==> config.mk <==
export PLATFORM = sky130hd
export DESIGN_NAME = trc_serializer
export DESIGN_NICKNAME = d
export VERILOG_FILES = /design/src/rtl/trc_pkg.sv /design/src/rtl/trc_len_sel.sv /design/src/rtl/trc_ref.sv /design/src/rtl/trc_seq.sv /design/src/rtl/trc_serializer.sv
export SDC_FILE = /design/constraint.sdc
export NUM_CORES = 1
export LEC_CHECK = 0
export BUFFER_PORTS_ARGS = -buffer_cell sky130_fd_sc_hd__clkbuf_2
export CORE_MARGIN = 8
export CORE_UTILIZATION = 40
export CTS_BUF_LIST = sky130_fd_sc_hd__clkbuf_4
export DETAILED_ROUTE_END_ITERATION = 16
export SYNTH_ARGS = -nofsm -noshare
export SYNTH_HDL_FRONTEND = slang
export SYNTH_HIERARCHICAL = 1
export SYNTH_SLANG_ARGS = --single-unit
==> constraint.sdc <==
create_clock -name trc_clk -period 5.91 [get_ports trc_clk]
set_clock_uncertainty 0.2 [all_clocks]
set_input_delay 1.182 -clock trc_clk [delete_from_list [all_inputs] [get_ports trc_clk]]
set_output_delay 1.182 -clock trc_clk [all_outputs]
set_load 0.05 [all_outputs]
==> src/rtl/trc_pkg.sv <==
package trc_pkg;
   localparam int NIB_W = 4;
   localparam logic [3:0] IDLE_NIB = 4'b0011;
   localparam logic [1:0] HDR_TAG  = 2'b10;

   // Length code carried in the low two header bits; value k means 2**k nibbles.
   typedef enum logic [1:0] {
      SPAN_N1 = 2'd0,
      SPAN_N2 = 2'd1,
      SPAN_N4 = 2'd2,
      SPAN_N8 = 2'd3
   } span_e;

   function automatic int unsigned span_nibs(span_e s);
      return 32'd1 << s;
   endfunction
endpackage

==> src/rtl/trc_len_sel.sv <==
module trc_len_sel
   import trc_pkg::*;
#(
   parameter int ADDR_W = 32
) (
   input  logic [ADDR_W-1:0] addr_i,
   input  logic [ADDR_W-1:0] ref_i,
   input  logic              ref_ok_i,
   output span_e             span_o
);
   localparam int N_SHORT = 3;

   logic [N_SHORT-1:0] upper_eq;

   for (genvar g = 0; g < N_SHORT; g++) begin : g_cmp
      localparam int LO = NIB_W << g;
      assign upper_eq[g] = ref_ok_i && (addr_i[ADDR_W-1:LO] == ref_i[ADDR_W-1:LO]);
   end

   always_comb begin
      if (upper_eq[0])      span_o = SPAN_N1;
      else if (upper_eq[1]) span_o = SPAN_N2;
      else if (upper_eq[2]) span_o = SPAN_N4;
      else                  span_o = SPAN_N8;
   end
endmodule

==> src/rtl/trc_ref.sv <==
module trc_ref #(
   parameter int ADDR_W = 32
) (
   input  logic              clk,
   input  logic              rst_n,
   input  logic              done_i,
   input  logic [ADDR_W-1:0] done_addr_i,
   output logic [ADDR_W-1:0] ref_o,
   output logic              ref_ok_o
);
   logic [ADDR_W-1:0] ref_q;
   logic              ok_q;

   always_ff @(posedge clk) begin
      if (!rst_n) begin
         ref_q <= '0;
         ok_q  <= 1'b0;
      end else if (done_i) begin
         ref_q <= done_addr_i;
         ok_q  <= 1'b1;
      end
   end

   // A send finishing at this very edge already counts for a new branch.
   assign ref_o    = done_i ? done_addr_i : ref_q;
   assign ref_ok_o = done_i | ok_q;
endmodule

==> src/rtl/trc_seq.sv <==
module trc_seq
   import trc_pkg::*;
#(
   parameter int ADDR_W = 32
) (
   input  logic              clk,
   input  logic              rst_n,
   input  logic              start_i,
   input  logic [ADDR_W-1:0] start_addr_i,
   input  span_e             start_span_i,
   output logic [3:0]        data_o,
   output logic              sync_o,
   output logic              done_o,
   output logic [ADDR_W-1:0] cur_addr_o
);
   localparam int MAX_NIB = ADDR_W / NIB_W;
   localparam int CNT_W   = $clog2(MAX_NIB + 1);

   logic              busy_q;
   logic [CNT_W-1:0]  left_q;
   logic [ADDR_W-1:0] shr_q;
   logic [ADDR_W-1:0] addr_q;
   logic [3:0]        data_q;
   logic              sync_q;

   always_ff @(posedge clk) begin
      if (!rst_n) begin
         busy_q <= 1'b0;
         left_q <= '0;
         shr_q  <= '0;
         addr_q <= '0;
         data_q <= IDLE_NIB;
         sync_q <= 1'b1;
      end else if (start_i) begin
         busy_q <= 1'b1;
         left_q <= CNT_W'(span_nibs(start_span_i));
         shr_q  <= start_addr_i;
         addr_q <= start_addr_i;
         data_q <= {HDR_TAG, start_span_i};
         sync_q <= 1'b0;
      end else if (busy_q) begin
         if (left_q != '0) begin
            data_q <= shr_q[NIB_W-1:0];
            shr_q  <= shr_q >> NIB_W;
            left_q <= left_q - 1'b1;
         end else begin
            busy_q <= 1'b0;
            data_q <= IDLE_NIB;
            sync_q <= 1'b1;
         end
      end
   end

   assign done_o     = busy_q && (left_q == '0);
   assign data_o     = data_q;
   assign sync_o     = sync_q;
   assign cur_addr_o = addr_q;
endmodule

==> src/rtl/trc_serializer.sv <==
module trc_serializer
   import trc_pkg::*;
#(
   parameter int ADDR_W = 32
) (
   input  logic              trc_clk,
   input  logic              rst_n,
   input  logic              br_valid,
   input  logic [ADDR_W-1:0] br_addr,
   output logic [3:0]        tr_data,
   output logic              tr_sync
);
   if (ADDR_W != (NIB_W << 3)) begin : g_bad_width
      $error("trc_serializer: ADDR_W must be eight nibbles wide");
   end

   logic [ADDR_W-1:0] ref_addr_w;
   logic              ref_ok_w;
   logic [ADDR_W-1:0] cur_addr_w;
   logic              done_w;
   span_e             span_w;

   trc_ref #(.ADDR_W(ADDR_W)) u_ref (
      .clk         (trc_clk),
      .rst_n       (rst_n),
      .done_i      (done_w),
      .done_addr_i (cur_addr_w),
      .ref_o       (ref_addr_w),
      .ref_ok_o    (ref_ok_w)
   );

   trc_len_sel #(.ADDR_W(ADDR_W)) u_len (
      .addr_i   (br_addr),
      .ref_i    (ref_addr_w),
      .ref_ok_i (ref_ok_w),
      .span_o   (span_w)
   );

   trc_seq #(.ADDR_W(ADDR_W)) u_seq (
      .clk          (trc_clk),
      .rst_n        (rst_n),
      .start_i      (br_valid),
      .start_addr_i (br_addr),
      .start_span_i (span_w),
      .data_o       (tr_data),
      .sync_o       (tr_sync),
      .done_o       (done_w),
      .cur_addr_o   (cur_addr_w)
   );
endmodule

## Yosys cells after proc, flatten, opt, wreduce, memory -nomap -nowiden

Index checks and enable logic that the tools add are counted.

- Flip-flop bits (word level): 107
- Output and inout bits: 5
- Word-level logic and storage cells: 48

- Bitwise gates (word level): 2
- Shifts and indexed selects: 1
- Mux-type cells: 19
- Equality and inequality tests: 4
- Reductions and logical operators: 11
- Add/subtract/negate cells: 1

Operator list:

| cell | number |
|---|---|
| 32-bit two-way mux | 4 |
| 28-bit == test | 1 |
| 24-bit == test | 1 |
| 4-bit two-way mux | 6 |
| 16-bit == test | 1 |
| 1-bit two-way mux | 7 |
| 1-bit logical AND | 4 |
| 4-bit logical NOT | 1 |
| 2-bit two-way mux | 2 |
| 2-bit AND reduction | 2 |
| 2-bit nonzero test | 2 |
| 4-bit nonzero test | 1 |
| 1-bit by 2-bit << shifter with 4-bit output, first input constant | 1 |
| 4-bit by 1-bit subtractor with 4-bit output, second input constant | 1 |
| 2-bit inequality test, second input constant | 1 |
| 2-bit OR reduction | 1 |
| 1-bit NOT | 1 |
| 1-bit bitwise OR | 1 |

## Longest topological paths before layout

- Depth in word-level cells: 10
- Depth in mapped cells: 16

## Modules after synthesis

Netlist, hierarchy kept.

By module, submodules not included:

| module | cells an instance | area each (µm²) | times used |
|---|---|---|---|
| trc_seq | 343 | 3,036.7 | 1 |
| trc_ref | 106 | 1,432.6 | 1 |
| trc_len_sel | 39 | 321.6 | 1 |

## Worst setup path before layout

Ideal clock, no wire load.

- Path type: flip-flop to flip-flop
- Start: register u_seq.left_q[0]
- End: register u_seq.left_q[1]
- Buffers on the path: 4
- Arrival time: 3.076 ns
- Slack: 2.543 ns
- Cell stages (with the launch flop): 16
- Clock period less this slack: 3.367 ns
- Cell sequence: dfxtp_1 > inv_1 > ha_1 > or3b_1 > buf_2 > buf_2 > nor2_1 > buf_6 > buf_12 > mux2_4 > xor2_1 > nor4_1 > nand2_1 > o2111ai_1 > a31oi_1 > a311oi_1

- Elaborated cells on any way between the ends: 21
- Classes of those cells: 1 x add/sub; 3 x eq/ne; 1 x shift; 7 x mux; 1 x bitwise; 8 x reduce/logical

RTL lines:

| item | line | source |
|---|---|---|
| start, declared | trc_seq.sv:20 | `logic [CNT_W-1:0] left_q;` |
| start signal, assigned | trc_seq.sv:36 | `left_q <= CNT_W'(span_nibs(start_span_i));` |
| start signal, assigned | trc_seq.sv:45 | `left_q <= left_q - 1'b1;` |
| 4-bit logical NOT (*) | trc_seq.sv:54 | `assign done_o = busy_q && (left_q == '0);` |
| 1-bit logical AND (*) | trc_seq.sv:54 |  |
| named net done_w | trc_serializer.sv:20 | `logic done_w;` |
| 32-bit two-way mux (*) | trc_ref.sv:25 | `assign ref_o = done_i ? done_addr_i : ref_q;` |
| named net ref_addr_w[13] | trc_serializer.sv:17 | `logic [ADDR_W-1:0] ref_addr_w;` |
| 24-bit == test | trc_len_sel.sv:17 | `assign upper_eq[g] = ref_ok_i && (addr_i[ADDR_W-1:LO] == ref_i[ADDR_W-1:LO]);` |
| 1-bit logical AND | trc_len_sel.sv:17 |  |
| 2-bit two-way mux | trc_len_sel.sv:22 | `else if (upper_eq[1]) span_o = SPAN_N2;` |
| 2-bit two-way mux (*) | trc_len_sel.sv:21 | `if (upper_eq[0]) span_o = SPAN_N1;` |
| named net span_w[0] | trc_serializer.sv:21 | `span_e span_w;` |
| 1-bit by 2-bit << shifter with 4-bit output (*) | trc_pkg.sv:15 | `return 32'd1 << s;` |
| 4-bit two-way mux (*) | trc_seq.sv:34 | `end else if (start_i) begin` |

Mark *: on every way through the listed nets, which the timed path passes. The rest lies on a longest branch. The select of a mux whose other input is x is not followed.
A chain may end at the register's enable or synchronous reset.

## Worst setup path in the final report

- Start: register u_seq.left_q[0]
- End: register u_seq.left_q[2]

Same word-level chain as after synthesis.

==> flow_summary.json <==
{
  "wl_per_cell_um": 16.6,
  "period_share_pct": 64.1,
  "synthCells": 464,
  "r2r_slack_ns": 2.12,
  "vias": 3373,
  "p_leak_uw": 0.00192,
  "r2r_start": "u_seq/left_q[0]",
  "setup_viol_count_final": 0,
  "ant_nets": 0,
  "cp_top_family": "simple AND/OR/NAND/NOR gates",
  "postCtsHoldBufs": 0,
  "vdd_ir_drop_max_mv": 0.143,
  "start_util_pct": 41.3,
  "utilization_pct": 44.7,
  "path_clk_slew_ns": 0.17,
  "startpoint_type": "flip-flop",
  "die_x_um": 122,
  "cts.sinks": 99,
  "clockRootBuffer": "clkbuf_4",
  "hp-start": "u_seq/cur_addr_o[31]",
  "syn2layout_area_growth_pct": 8.27,
  "vias_per_cell": 5.39,
  "hold_viol_final": 0,
  "cp-end-kind": "flip-flop",
  "r2r_end": "u_seq/left_q[2]",
  "post-cts-setup-buffers": 0,
  "drv_cap": 0,
  "die_area_um2": 14900,
  "fill_cells": 1076,
  "outcome": "complete, no violations",
  "grt_util_all_layers_pct": 14.4,
  "worst_slew_pin_slew_ns": 1.01,
  "worstPathRequired_ns": 6.11,
  "pin_count": 40,
  "crit_fanout": 29,
  "period_needed_ns": 3.79,
  "p_per_area_nw_per_um2": 284,
  "cp.arrival_ns": 3.99,
  "diodes": 0,
  "die_height_um": 122,
  "clock_path_buffers": 2,
  "holdPathEnd": "u_seq/cur_addr_o[31]",
  "port_buffers": 39,
  "crit_buf_inv": 2,
  "routed_wl_um": 10400,
  "place_hpwl_um": 6670,
  "cp_slowest_cell": "buf_4",
  "syn_avg_cell_area_um2": 9.69,
  "firstDrtPassIters": 4,
  "grt_pass1_vias": 3391,
  "fmax_mhz": 264,
  "final_layout_size_suffix_gt1_share_pct": 21.6,
  "grt_remaining_overflow": 0,
  "numCtsBuffers": 9,
  "place.gp.congestion": 0.749,
  "holdPathStages": 2,
  "cp_slowest_stage_delay_ns": 0.49,
  "drt_iter0_markers": 237,
  "hp-class": "flip-flop to flip-flop",
  "cts_tree": "yes",
  "synth-warning-count": 6,
  "syn_area_um2": 4490,
  "core_um2": 10900,
  "grt_pass1_wl_um": 17200,
  "grt_max_degree": 66,
  "antenna_found_initial": 0,
  "slew-limit-headroom_pct": 32.4,
  "drcViolationCount": 0,
  "syn_nets": 500,
  "finalSetupTns_ns": 0,
  "htree_levels": 3,
  "fp-row-count": 38,
  "rsz0062_at_grt": "no",
  "ctsResizeCount": 0,
  "clock_latency_ns": 0.48,
  "timing.final.max_slew_violations": 0,
  "nets": 517,
  "path_cells": "inv_1 > ha_1 > or3b_1 > nor2_4 > buf_4 > mux2_4 > xor2_1 > nor4_1 > nand2_1 > o2111ai_1 > o22ai_1 > a32o_1",
  "r2r_cells": 12,
  "worstSetupPathType": "flip-flop to flip-flop"
}
## cells in the final DEF (no fill, tap or decap), types with 5 or more instances in the layout
cell type and instances:
a211oi_1 5, a21oi_1 13, a31oi_1 27, and2_1 26
buf_4 7, clkbuf_2 39, clkbuf_4 9, dfxtp_1 99
inv_1 5, mux2_4 26, mux2i_1 24, nand2_1 11
nand3_1 27, nor2_1 32, o21ai_0 52, xnor2_1 17
xor2_1 12
## state kept, by name, indices dropped and copies added (netlist names)
name	cells
u_seq/shr_q	32
u_ref/ref_q	28
u_seq/left_q	4
u_seq/cur_addr_o	28
u_ref/ok_q	1
u_seq/sync_o	1
u_seq/busy_q	1
u_seq/data_o	4
## final cells by class
type                            count  area (µm²)  area share (%)
Inverter                            6        22.5           0.463
Tap cell                          140         175            3.60
Sequential cell                    99        1980            40.7
Multi-Input combinational cell    319        2270            46.7
Clock buffer                        9        67.6            1.39
Clock inverter                      7         100            2.06
Timing Repair Buffer               46         248            5.09
## metrics by stage
step | total power (µW) | instances | hold WS, ns | area (µm²) | worst slack, ns
detailed placement | 986 | 610 | 0.260 | 4700 | 2.15
floorplan | 930 | 464 | 0.233 | 4490 | 2.55
global route | 1450 | 626 | 0.311 | 4870 | 1.86
finish | 1380 | 626 | 0.279 | 4870 | 2.12
CTS | 1400 | 626 | 0.280 | 4870 | 2.12
global placement | 982 | 610 | 0.253 | 4700 | 2.22
## power breakdown
group / switching [µW] / internal (µW)
registers: 21.2 / 707
logic: 150 / 93.0
clock network: 238 / 175
## layer usage
| metal | global-route usage [%] | routed length (µm) | vias up |
|---|---|---|---|
| met5 | 0 | 0 | - |
| met4 | 5.09 | 150 | 0 |
| met3 | 3.52 | 401 | 11 |
| met2 | 23.1 | 4860 | 60 |
| met1 | 18.5 | 4980 | 1631 |
| li1 | - | - | 1671 |
## worst register-to-register path, stage by stage, from the launching register on
cell and delay [ns]:
dfxtp_1 0.37, inv_1 0.08, ha_1 0.21, or3b_1 0.42, nor2_4 0.09, buf_4 0.49, mux2_4 0.37, xor2_1 0.16
nor4_1 0.35, nand2_1 0.16, o2111ai_1 0.41, o22ai_1 0.15, a32o_1 0.23
## how the worst max path moves through the flow
stage / start / to / slack [ns] / depth (start not counted)
5_1_grt: u_seq/left_q[0] / u_seq/left_q[0] / 1.86 / 12
6_report: u_seq/left_q[0] / u_seq/left_q[2] / 2.12 / 12
3_3_place_gp: u_seq/left_q[0] / u_seq/left_q[1] / 2.22 / 12
2_1_floorplan: u_seq/left_q[0] / u_seq/left_q[1] / 2.55 / 15
4_1_cts: u_seq/left_q[0] / u_seq/left_q[1] / 2.12 / 12
3_5_place_dp: u_seq/left_q[0] / u_seq/left_q[2] / 2.15 / 12
(Power assumes the default switching activity.)
